## src/rtl/dma_rd_pkg.sv

```systemverilog
package dma_rd_pkg;

    typedef enum logic [1:0] {
        ST_IDLE = 2'd0,
        ST_ADDR = 2'd1,
        ST_DATA = 2'd2
    } rd_state_e;

    localparam logic [1:0] BURST_INCR = 2'b01;
    localparam logic [1:0] RESP_OKAY  = 2'b00;

endpackage

```

## src/rtl/dma_rd_addr_gen.sv

```systemverilog
module dma_rd_addr_gen #(
    parameter int ADDR_W  = 32,
    parameter int LEN_W   = 8,
    parameter int SIZE_LG = 3
) (
    input  logic              clk,
    input  logic              rst_n,
    input  logic              load_base,
    input  logic              advance,
    input  logic [ADDR_W-1:0] base_addr,
    input  logic [ADDR_W-1:0] end_addr,
    input  logic [LEN_W:0]    burst_len,
    output logic [ADDR_W-1:0] cur_addr
);
    localparam int SUM_W = ADDR_W + 2;

    typedef struct packed {
        logic [ADDR_W-1:0] ptr;
    } ag_regs_t;

    ag_regs_t ag_d, ag_q;

    logic [SUM_W-1:0] step_bytes;
    logic [SUM_W-1:0] cand_start;
    logic [SUM_W-1:0] cand_stop;
    logic             cand_fits;

    always_comb begin
        step_bytes = SUM_W'(burst_len) << SIZE_LG;
        cand_start = {2'b00, ag_q.ptr} + step_bytes;
        cand_stop  = cand_start + step_bytes;
        cand_fits  = (cand_stop <= {2'b00, end_addr});

        ag_d = ag_q;
        if (load_base) begin
            ag_d.ptr = base_addr;
        end else if (advance) begin
            ag_d.ptr = cand_fits ? cand_start[ADDR_W-1:0] : base_addr;
        end
    end

    always_ff @(posedge clk) begin
        if (!rst_n) begin
            ag_q <= '0;
        end else begin
            ag_q <= ag_d;
        end
    end

    assign cur_addr = ag_q.ptr;

endmodule

```

## src/rtl/dma_rd_ctrl.sv

```systemverilog
module dma_rd_ctrl
    import dma_rd_pkg::*;
#(
    parameter int LEN_W = 8
) (
    input  logic             clk,
    input  logic             rst_n,
    input  logic             run_en,
    input  logic [LEN_W:0]   burst_len,
    input  logic             fifo_empty,
    input  logic             wr_busy,
    input  logic             arready,
    input  logic             rvalid,
    input  logic             rlast,
    output logic             arvalid,
    output logic [LEN_W-1:0] arlen,
    output logic             rready,
    output logic             load_base,
    output logic             advance
);
    typedef struct packed {
        rd_state_e        state;
        logic             armed;
        logic [LEN_W-1:0] len_m1;
    } ctl_regs_t;

    ctl_regs_t ctl_d, ctl_q;

    always_comb begin
        ctl_d     = ctl_q;
        load_base = 1'b0;
        advance   = 1'b0;
        case (ctl_q.state)
            ST_IDLE: begin
                if (!run_en) begin
                    ctl_d.armed = 1'b0;
                end else if (!ctl_q.armed) begin
                    load_base   = 1'b1;
                    ctl_d.armed = 1'b1;
                end else if (fifo_empty && !wr_busy) begin
                    ctl_d.state  = ST_ADDR;
                    ctl_d.len_m1 = LEN_W'(burst_len - 1'b1);
                end
            end
            ST_ADDR: begin
                if (arready) begin
                    ctl_d.state = ST_DATA;
                end
            end
            ST_DATA: begin
                if (rvalid && rlast) begin
                    ctl_d.state = ST_IDLE;
                    advance     = 1'b1;
                end
            end
            default: begin
                ctl_d.state = ST_IDLE;
            end
        endcase
    end

    always_ff @(posedge clk) begin
        if (!rst_n) begin
            ctl_q.state  <= ST_IDLE;
            ctl_q.armed  <= 1'b0;
            ctl_q.len_m1 <= '0;
        end else begin
            ctl_q <= ctl_d;
        end
    end

    assign arvalid = (ctl_q.state == ST_ADDR);
    assign rready  = (ctl_q.state == ST_DATA);
    assign arlen   = ctl_q.len_m1;

endmodule

```

## src/rtl/dma_rd_beat_sink.sv

```systemverilog
module dma_rd_beat_sink
    import dma_rd_pkg::*;
#(
    parameter int DATA_W = 64
) (
    input  logic              clk,
    input  logic              rst_n,
    input  logic              beat_ok,
    input  logic [DATA_W-1:0] beat_data,
    input  logic [1:0]        beat_resp,
    output logic              wr_en,
    output logic [DATA_W-1:0] wr_data,
    output logic              err_flag
);
    typedef struct packed {
        logic              wr;
        logic [DATA_W-1:0] data;
        logic              err;
    } snk_regs_t;

    snk_regs_t snk_d, snk_q;

    always_comb begin
        snk_d    = snk_q;
        snk_d.wr = beat_ok;
        if (beat_ok) begin
            snk_d.data = beat_data;
            if (beat_resp != RESP_OKAY) begin
                snk_d.err = 1'b1;
            end
        end
    end

    always_ff @(posedge clk) begin
        if (!rst_n) begin
            snk_q <= '0;
        end else begin
            snk_q <= snk_d;
        end
    end

    assign wr_en    = snk_q.wr;
    assign wr_data  = snk_q.data;
    assign err_flag = snk_q.err;

endmodule

```

## src/rtl/dma_burst_reader.sv

```systemverilog
module dma_burst_reader
    import dma_rd_pkg::*;
#(
    parameter int ADDR_W = 32,
    parameter int DATA_W = 64,
    parameter int LEN_W  = 8,
    parameter int CNT_W  = 10
) (
    input  logic              clk,
    input  logic              rst_n,
    input  logic              run_en,
    input  logic [ADDR_W-1:0] start_addr,
    input  logic [ADDR_W-1:0] end_addr,
    input  logic [LEN_W:0]    burst_len,
    output logic [ADDR_W-1:0] m_araddr,
    output logic [LEN_W-1:0]  m_arlen,
    output logic [2:0]        m_arsize,
    output logic [1:0]        m_arburst,
    output logic              m_arvalid,
    input  logic              m_arready,
    input  logic [DATA_W-1:0] m_rdata,
    input  logic [1:0]        m_rresp,
    input  logic              m_rlast,
    input  logic              m_rvalid,
    output logic              m_rready,
    output logic              fifo_wr_en,
    output logic [DATA_W-1:0] fifo_wr_data,
    input  logic [CNT_W-1:0]  fifo_wr_count,
    output logic              rd_err
);
    localparam int BEAT_BYTES = DATA_W / 8;
    localparam int SIZE_LG    = $clog2(BEAT_BYTES);

    logic load_base;
    logic advance;
    logic fifo_empty;
    logic beat_ok;

    assign fifo_empty = (fifo_wr_count == '0);
    assign beat_ok    = m_rvalid && m_rready;
    assign m_arsize   = 3'(SIZE_LG);
    assign m_arburst  = BURST_INCR;

    dma_rd_ctrl #(
        .LEN_W(LEN_W)
    ) ctrl_i (
        .clk       (clk),
        .rst_n     (rst_n),
        .run_en    (run_en),
        .burst_len (burst_len),
        .fifo_empty(fifo_empty),
        .wr_busy   (fifo_wr_en),
        .arready   (m_arready),
        .rvalid    (m_rvalid),
        .rlast     (m_rlast),
        .arvalid   (m_arvalid),
        .arlen     (m_arlen),
        .rready    (m_rready),
        .load_base (load_base),
        .advance   (advance)
    );

    dma_rd_addr_gen #(
        .ADDR_W (ADDR_W),
        .LEN_W  (LEN_W),
        .SIZE_LG(SIZE_LG)
    ) agen_i (
        .clk      (clk),
        .rst_n    (rst_n),
        .load_base(load_base),
        .advance  (advance),
        .base_addr(start_addr),
        .end_addr (end_addr),
        .burst_len(burst_len),
        .cur_addr (m_araddr)
    );

    dma_rd_beat_sink #(
        .DATA_W(DATA_W)
    ) sink_i (
        .clk      (clk),
        .rst_n    (rst_n),
        .beat_ok  (beat_ok),
        .beat_data(m_rdata),
        .beat_resp(m_rresp),
        .wr_en    (fifo_wr_en),
        .wr_data  (fifo_wr_data),
        .err_flag (rd_err)
    );

endmodule

```

## config.mk

```make
export PLATFORM = sky130hd
export DESIGN_NAME = dma_burst_reader
export DESIGN_NICKNAME = d
export VERILOG_FILES = /design/src/rtl/dma_rd_pkg.sv /design/src/rtl/dma_rd_addr_gen.sv /design/src/rtl/dma_rd_ctrl.sv /design/src/rtl/dma_rd_beat_sink.sv /design/src/rtl/dma_burst_reader.sv
export SDC_FILE = /design/constraint.sdc
export NUM_CORES = 1
export LEC_CHECK = 0
export ABC_CLOCK_PERIOD_IN_PS = 8170
export BUFFER_PORTS_ARGS = -buffer_cell sky130_fd_sc_hd__buf_4
export CAP_MARGIN = 20
export CORE_UTILIZATION = 35
export DETAILED_ROUTE_END_ITERATION = 10
export PLACE_DENSITY_LB_ADDON = 0.3
export REMOVE_ABC_BUFFERS = 1
export SYNTH_ARGS = -nofsm -noshare
export SYNTH_HDL_FRONTEND = slang
export SYNTH_SLANG_ARGS = --single-unit
```

## constraint.sdc

```tcl
create_clock -name clk -period 8.17 [get_ports clk]
set_input_delay 0.817 -clock clk [delete_from_list [all_inputs] [get_ports clk]]
set_output_delay 0.817 -clock clk [all_outputs]
set_load 0.01 [all_outputs]
```

# Word-level counts from Yosys, hierarchy flattened
# Index checks and enable logic that the tools add are counted.
# Widths: inputs -> output; s select.
# word_totals
regBits,109
out_inout_bits,113
# classes
reduce_logical,11
add_sub_neg,3
order_cmp,1
eq_ne,7
n_mux,15
# ops
cell,n
$mux 32,3
$add 33x12->34,1
$le 34x32->1,1
$add 32x12->33,1
$logic_not 10->1,1
$mux 2,5
$ne 2x1->1 const B,4
$sub 8x1->8 const B,1
$mux 1,6
$pmux 2 s3,1
$reduce_and 5->1,1
$reduce_and 4->1,1
$reduce_bool 2->1,2
$logic_and 1x1->1,3
$eq 2x1->1 const B,1
$eq 2x2->1 const B,1
$logic_not 2->1,1
$ne 2x2->1 const B,1
$reduce_and 2->1,1
$logic_not 1->1,1

# Depth between registers and ports, before layout
# depth
ltp_word,6
depth_mapped,30
depth_no_buf,28

# Modules after synthesis
# Synthesis repeated with hierarchy kept, for this count alone.
# unflattened
cells_unflattened,845
area_unflattened_um2,7392.1
# modules_own_cells
module,area_per_inst_um2,cells_each,n_inst
dma_rd_addr_gen,4179.0,551,1
dma_rd_beat_sink,2527.4,213,1
dma_rd_ctrl,606.8,70,1
dma_burst_reader,78.8,11,1

# Worst setup path after synthesis
# Ideal clock, no wire load.
# synth_path
path_type,input to register
from,in burst_len[0]
to,reg agen_i.ag_q (netlist bit agen_i.cur_addr[17])
cell_stages,28
required_time_ns,8.053
slack_ns,1.856
arrival_time_ns,6.196
cell_sequence,ha_1 -> inv_1 -> fa_1 -> nor2b_1 -> o31ai_1 -> and2_1 -> o21bai_1 -> a21oi_1 -> xnor2_1 -> ha_1 -> and3_1 -> a221oi_1 -> or4b_1 -> nor3_1 -> nand2_1 -> nor3_1 -> xnor2_1 -> ha_1 -> nand4_1 -> nor4_1 -> nand3_1 -> o21ai_0 -> a31oi_1 -> or3_1 -> o21bai_4 -> buf_6 -> mux2_1 -> a32o_1
# synth_via
elab_chain_len,6
# synth_rtl
item,line_no,source
start: declaration,dma_burst_reader.sv:14,"input logic [LEN_W:0] burst_len,"
$add 32x12->33,dma_rd_addr_gen.sv:30,"cand_start = {2'b00, ag_q.ptr} + step_bytes;"
$add 33x12->34,dma_rd_addr_gen.sv:31,cand_stop = cand_start + step_bytes;
$le 34x32->1,dma_rd_addr_gen.sv:32,"cand_fits = (cand_stop <= {2'b00, end_addr});"
$mux 32 (*),dma_rd_addr_gen.sv:38,ag_d.ptr = cand_fits ? cand_start[ADDR_W-1:0] : base_addr;
$mux 32 (*),dma_rd_addr_gen.sv:37,end else if (advance) begin
$mux 32 (*),dma_rd_addr_gen.sv:35,if (load_base) begin
end signal: assignment,dma_rd_addr_gen.sv:46,ag_q <= ag_d;
end: declaration,dma_rd_addr_gen.sv:21,"ag_regs_t ag_d, ag_q;"
# Mark *: on every way between the ends. The rest lies on a longest branch, timed or not. The select of a mux whose other input is x is not followed.
# A chain may end at the register's enable or synchronous reset.

# Worst setup path after layout
# layout_path
from,in burst_len[0]
to,reg agen_i.ag_q (netlist bit agen_i.cur_addr[18])
# Same word-level chain as after synthesis.

==> reports/qor.csv <==
stage,metric,value,unit
worst_setup_path,CP startpoint kind,input pin,
timing,Final Max Tran Viols,0,
clock_network,hold-fix buffers at CTS,0,
clock_network,cts repair resizes,0,
clock_network,Num CTS Buffers,9,
floorplan,full die area,20600,µm²
layout,diode count,0,
worst_setup_path,WP data arrival,7440,ps
global_routing,number of global-route vias before repair,6480,
layout,design area,9380,µm²
power_and_ir_drop,Max VDD drop,0.0000870,V
synth,Post-synth EDFFs,0,
timing,Clock Skew,21.3,ps
floorplan,Starting Density,35.8,%
timing,min Tclk post-route,7190,ps
timing,Fmax,139,MHz
clock_network,clock sink count,109,
synth,sequential share of the synthesized area,31.2,%
synth,Mapped Cells,912,
placement,post-DP HPWL,17100,µm
clock_network,Worst-Skew Late Latency,370,ps
power_and_ir_drop,clock network power share,32.6,%
global_routing,initial antenna violation count,0,
flow_run,Max-cap violations,0,
placement,DP Cell Count,1389,
placement,GPL Wtd Cong,0.894,
timing,worst-margin pin slew,1000,ps
synth,Syn Area/Cell,7.67,µm²
layout,Final Util,48.0,%
global_routing,global-route wire length before repair,33700,µm
power_and_ir_drop,Static Leak,4.11,nW
synth,Yosys cell types,71,
floorplan,die width,143,µm
route,Vias,7076,
worst_setup_path,worst path bufs/invs,3,
layout,share of layout cells above drive strength 1,26.9,%
global_routing,total gr overflow,0,
worst_setup_path,Crit Path Class,in -> reg,
timing,setup TNS,0,ps
route,vias per cell,5.04,
layout,Area Growth Syn to Fin,34.0,%
worst_setup_path,crit-path max FO,30,
synth,Yosys warnings,0,
min_path,hold depth,2,
floorplan,core box area,19500,µm²
synth,predominant post-synthesis flop cell,dfxtp_1,
timing,Final Hold Fails,0,
timing,fin crit share,88.1,%
route,Starting DRT DRC Count,400,
synth,"FF+latch count, synth",109,
clock_network,postcts setup bufs,0,
route,Antenna Nets Post-Route,0,
worst_setup_path,crit-path leading delay family,simple AND/OR/NAND/NOR gates,
route,wire per inst,15.8,µm
worst_setup_path,Critical Path Stages,28,
worst_setup_path,Worst R2R Path Depth,27,
route,DRT Pass-1 Iters,5,
clock_network,CTS tree,yes,
worst_setup_path,delay of the slowest critical-path stage,620,ps
timing,final setup fails,0,
power_and_ir_drop,Sequential Power Share,39.6,%
worst_setup_path,"slowest stage cell, crit path",or4b_1,
clock_network,H-tree depth,3,
worst_setup_path,"most used cell, CP",ha_1,
floorplan,Die Y,143,µm
timing,slew margin rel.,33.3,%
floorplan,Ports,268,
floorplan,FP Rows,51,
route,routed wire length,22100,µm
layout,Fillers,2031,
worst_setup_path,CP endpoint kind,flop,
placement,I/O Buffers,262,
layout,Nets,1343,
power_and_ir_drop,total power divided by cell area,152,nW/µm²
layout,Final Non-Filler Cells,1405,
worst_setup_path,CP required,8420,ps
synth,Syn Std Cell Area,7000,µm²
min_path,Hold Path Class,reg -> reg,
run_status,outcome,"complete, no violations",
global_routing,gr usage total,21.0,%
power_and_ir_drop,NetSw,468,µW
clock_network,Max clock buf depth,2,
synth,asr flop ratio synth,0,%
timing,RSZ-0062 raised after global routing,no,
power_and_ir_drop,combinational share of power,27.8,%
global_routing,largest net degree at the start of global routing,86,
power_and_ir_drop,Pint,958,µW
power_and_ir_drop,Tot Pwr,1.43,mW
placement,DP Area,9060,µm²
clock_network,clock slew at reported path FFs,80,ps
clock_network,Root Driver,clkbuf_16,
route,drc violations,0,
power_and_ir_drop,switch share,32.8,%
-- sequential cells by signal, indices dropped and copies added, names as in the netlist --
name             cells
sink_i.wr_data      64
ctrl_i.ctl_q         3
sink_i.err_flag      1
ctrl_i.arlen         8
agen_i.cur_addr     32
sink_i.wr_en         1
-- final timing paths --
| kind | from | to | slack [ps] |
|---|---|---|---|
| setup / recovery | burst_len[0] | agen_i.cur_addr[18] | 980 |
| hold / removal | sink_i.err_flag | sink_i.err_flag | 450 |
| setup reg to reg | agen_i.cur_addr[3] | agen_i.cur_addr[18] | 1110 |
| hold reg to reg | sink_i.err_flag | sink_i.err_flag | 450 |
-- final cells by class --
type                            instances  area (µm²)  share of cell area [%]
Inverter                               54         203                    2.16
Sequential cell                       109        2180                    23.3
Multi-Input combinational cell        692        4320                    46.1
Clock buffer                            9         225                    2.40
Timing Repair Buffer                  269        2020                    21.5
Tap cell                              265         332                    3.54
Clock inverter                          7        91.3                   0.974
-- power groups by stage --
stage | registers, mW | logic (mW) | clock network, mW
after floorplan | 0.576 | 0.242 | 0
after global placement | 0.577 | 0.391 | 0
after detailed placement | 0.577 | 0.396 | 0
after CTS | 0.564 | 0.398 | 0.480
after global routing | 0.567 | 0.445 | 0.496
final | 0.565 | 0.396 | 0.465
-- tightest hold or removal path, cell delays in order, from the launching register on --
cell and delay, ps:
dfxtp_1 320, inv_1 50, a21oi_1 50
-- placed cells by master, fill, tap and decap left out, types with 8 or more instances in the layout --
cell,count
xnor2_1,35
nand4_1,13
a211oi_1,16
nand2_1,168
nor2b_1,10
ha_1,51
xor2_1,22
nor3_1,15
nor2_1,61
nand3_1,26
clkbuf_16,9
buf_4,269
inv_1,53
a21oi_1,99
dfxtp_1,109
o21ai_0,34
mux2i_1,13
o21ai_1,8
-- per-layer routing --
metal	GRT usage [%]	wire (µm)	vias to the layer above
met1	25.8	9450	3215
li1	-	-	3585
met5	0	0	-
met4	9.35	718	0
met2	35.1	10400	233
met3	4.43	1560	43
-- kinds of logic (layout without fill, tap and decap cells) --
logic type	count (synthesis)	count (layout)	synth area share, %
buffers and inverters	114	339	7.30
other	2	5	0.107
adder cells (fa/ha/maj)	53	53	9.69
AND/OR/NAND/NOR	344	344	22.8
flip-flops	109	109	31.2
XOR/XNOR	57	57	7.14
AO/OA/AOI/OAI	214	214	18.9
multiplexers	19	19	2.83
-- cells in the mapped netlist, types with 5 or more instances --
cell,number,area share (%)
nand3_1,26,1.9
nand2b_1,5,0.45
a21o_1,7,0.75
a31oi_1,7,0.63
inv_1,54,2.9
xnor2_1,35,4.4
nor3_1,16,1.1
buf_4,14,1.5
nand2_1,169,9.1
o21ai_1,8,0.57
and3_1,7,0.63
nor2b_1,10,0.89
a32o_1,7,1.0
a211oi_1,16,1.7
mux2_1,5,0.80
xor2_1,22,2.8
nand4_1,13,1.2
o21ai_0,34,2.4
nor2_1,61,3.3
a21oi_1,99,7.1
dfxtp_1,109,31
nor4_1,5,0.45
clkbuf_1,36,1.9
o211ai_1,7,0.75
ha_1,51,9.1
mux2i_1,13,1.9
-- through the flow --
stage          hold WS [ps]  setup slack [ps]
2_1_floorplan           463              1610
3_3_place_gp            436               799
3_5_place_dp            440               673
4_1_cts                 453              1040
5_1_grt                 470               438
6_report                450               976
Note: power is estimated with default switching activity, not from simulation.
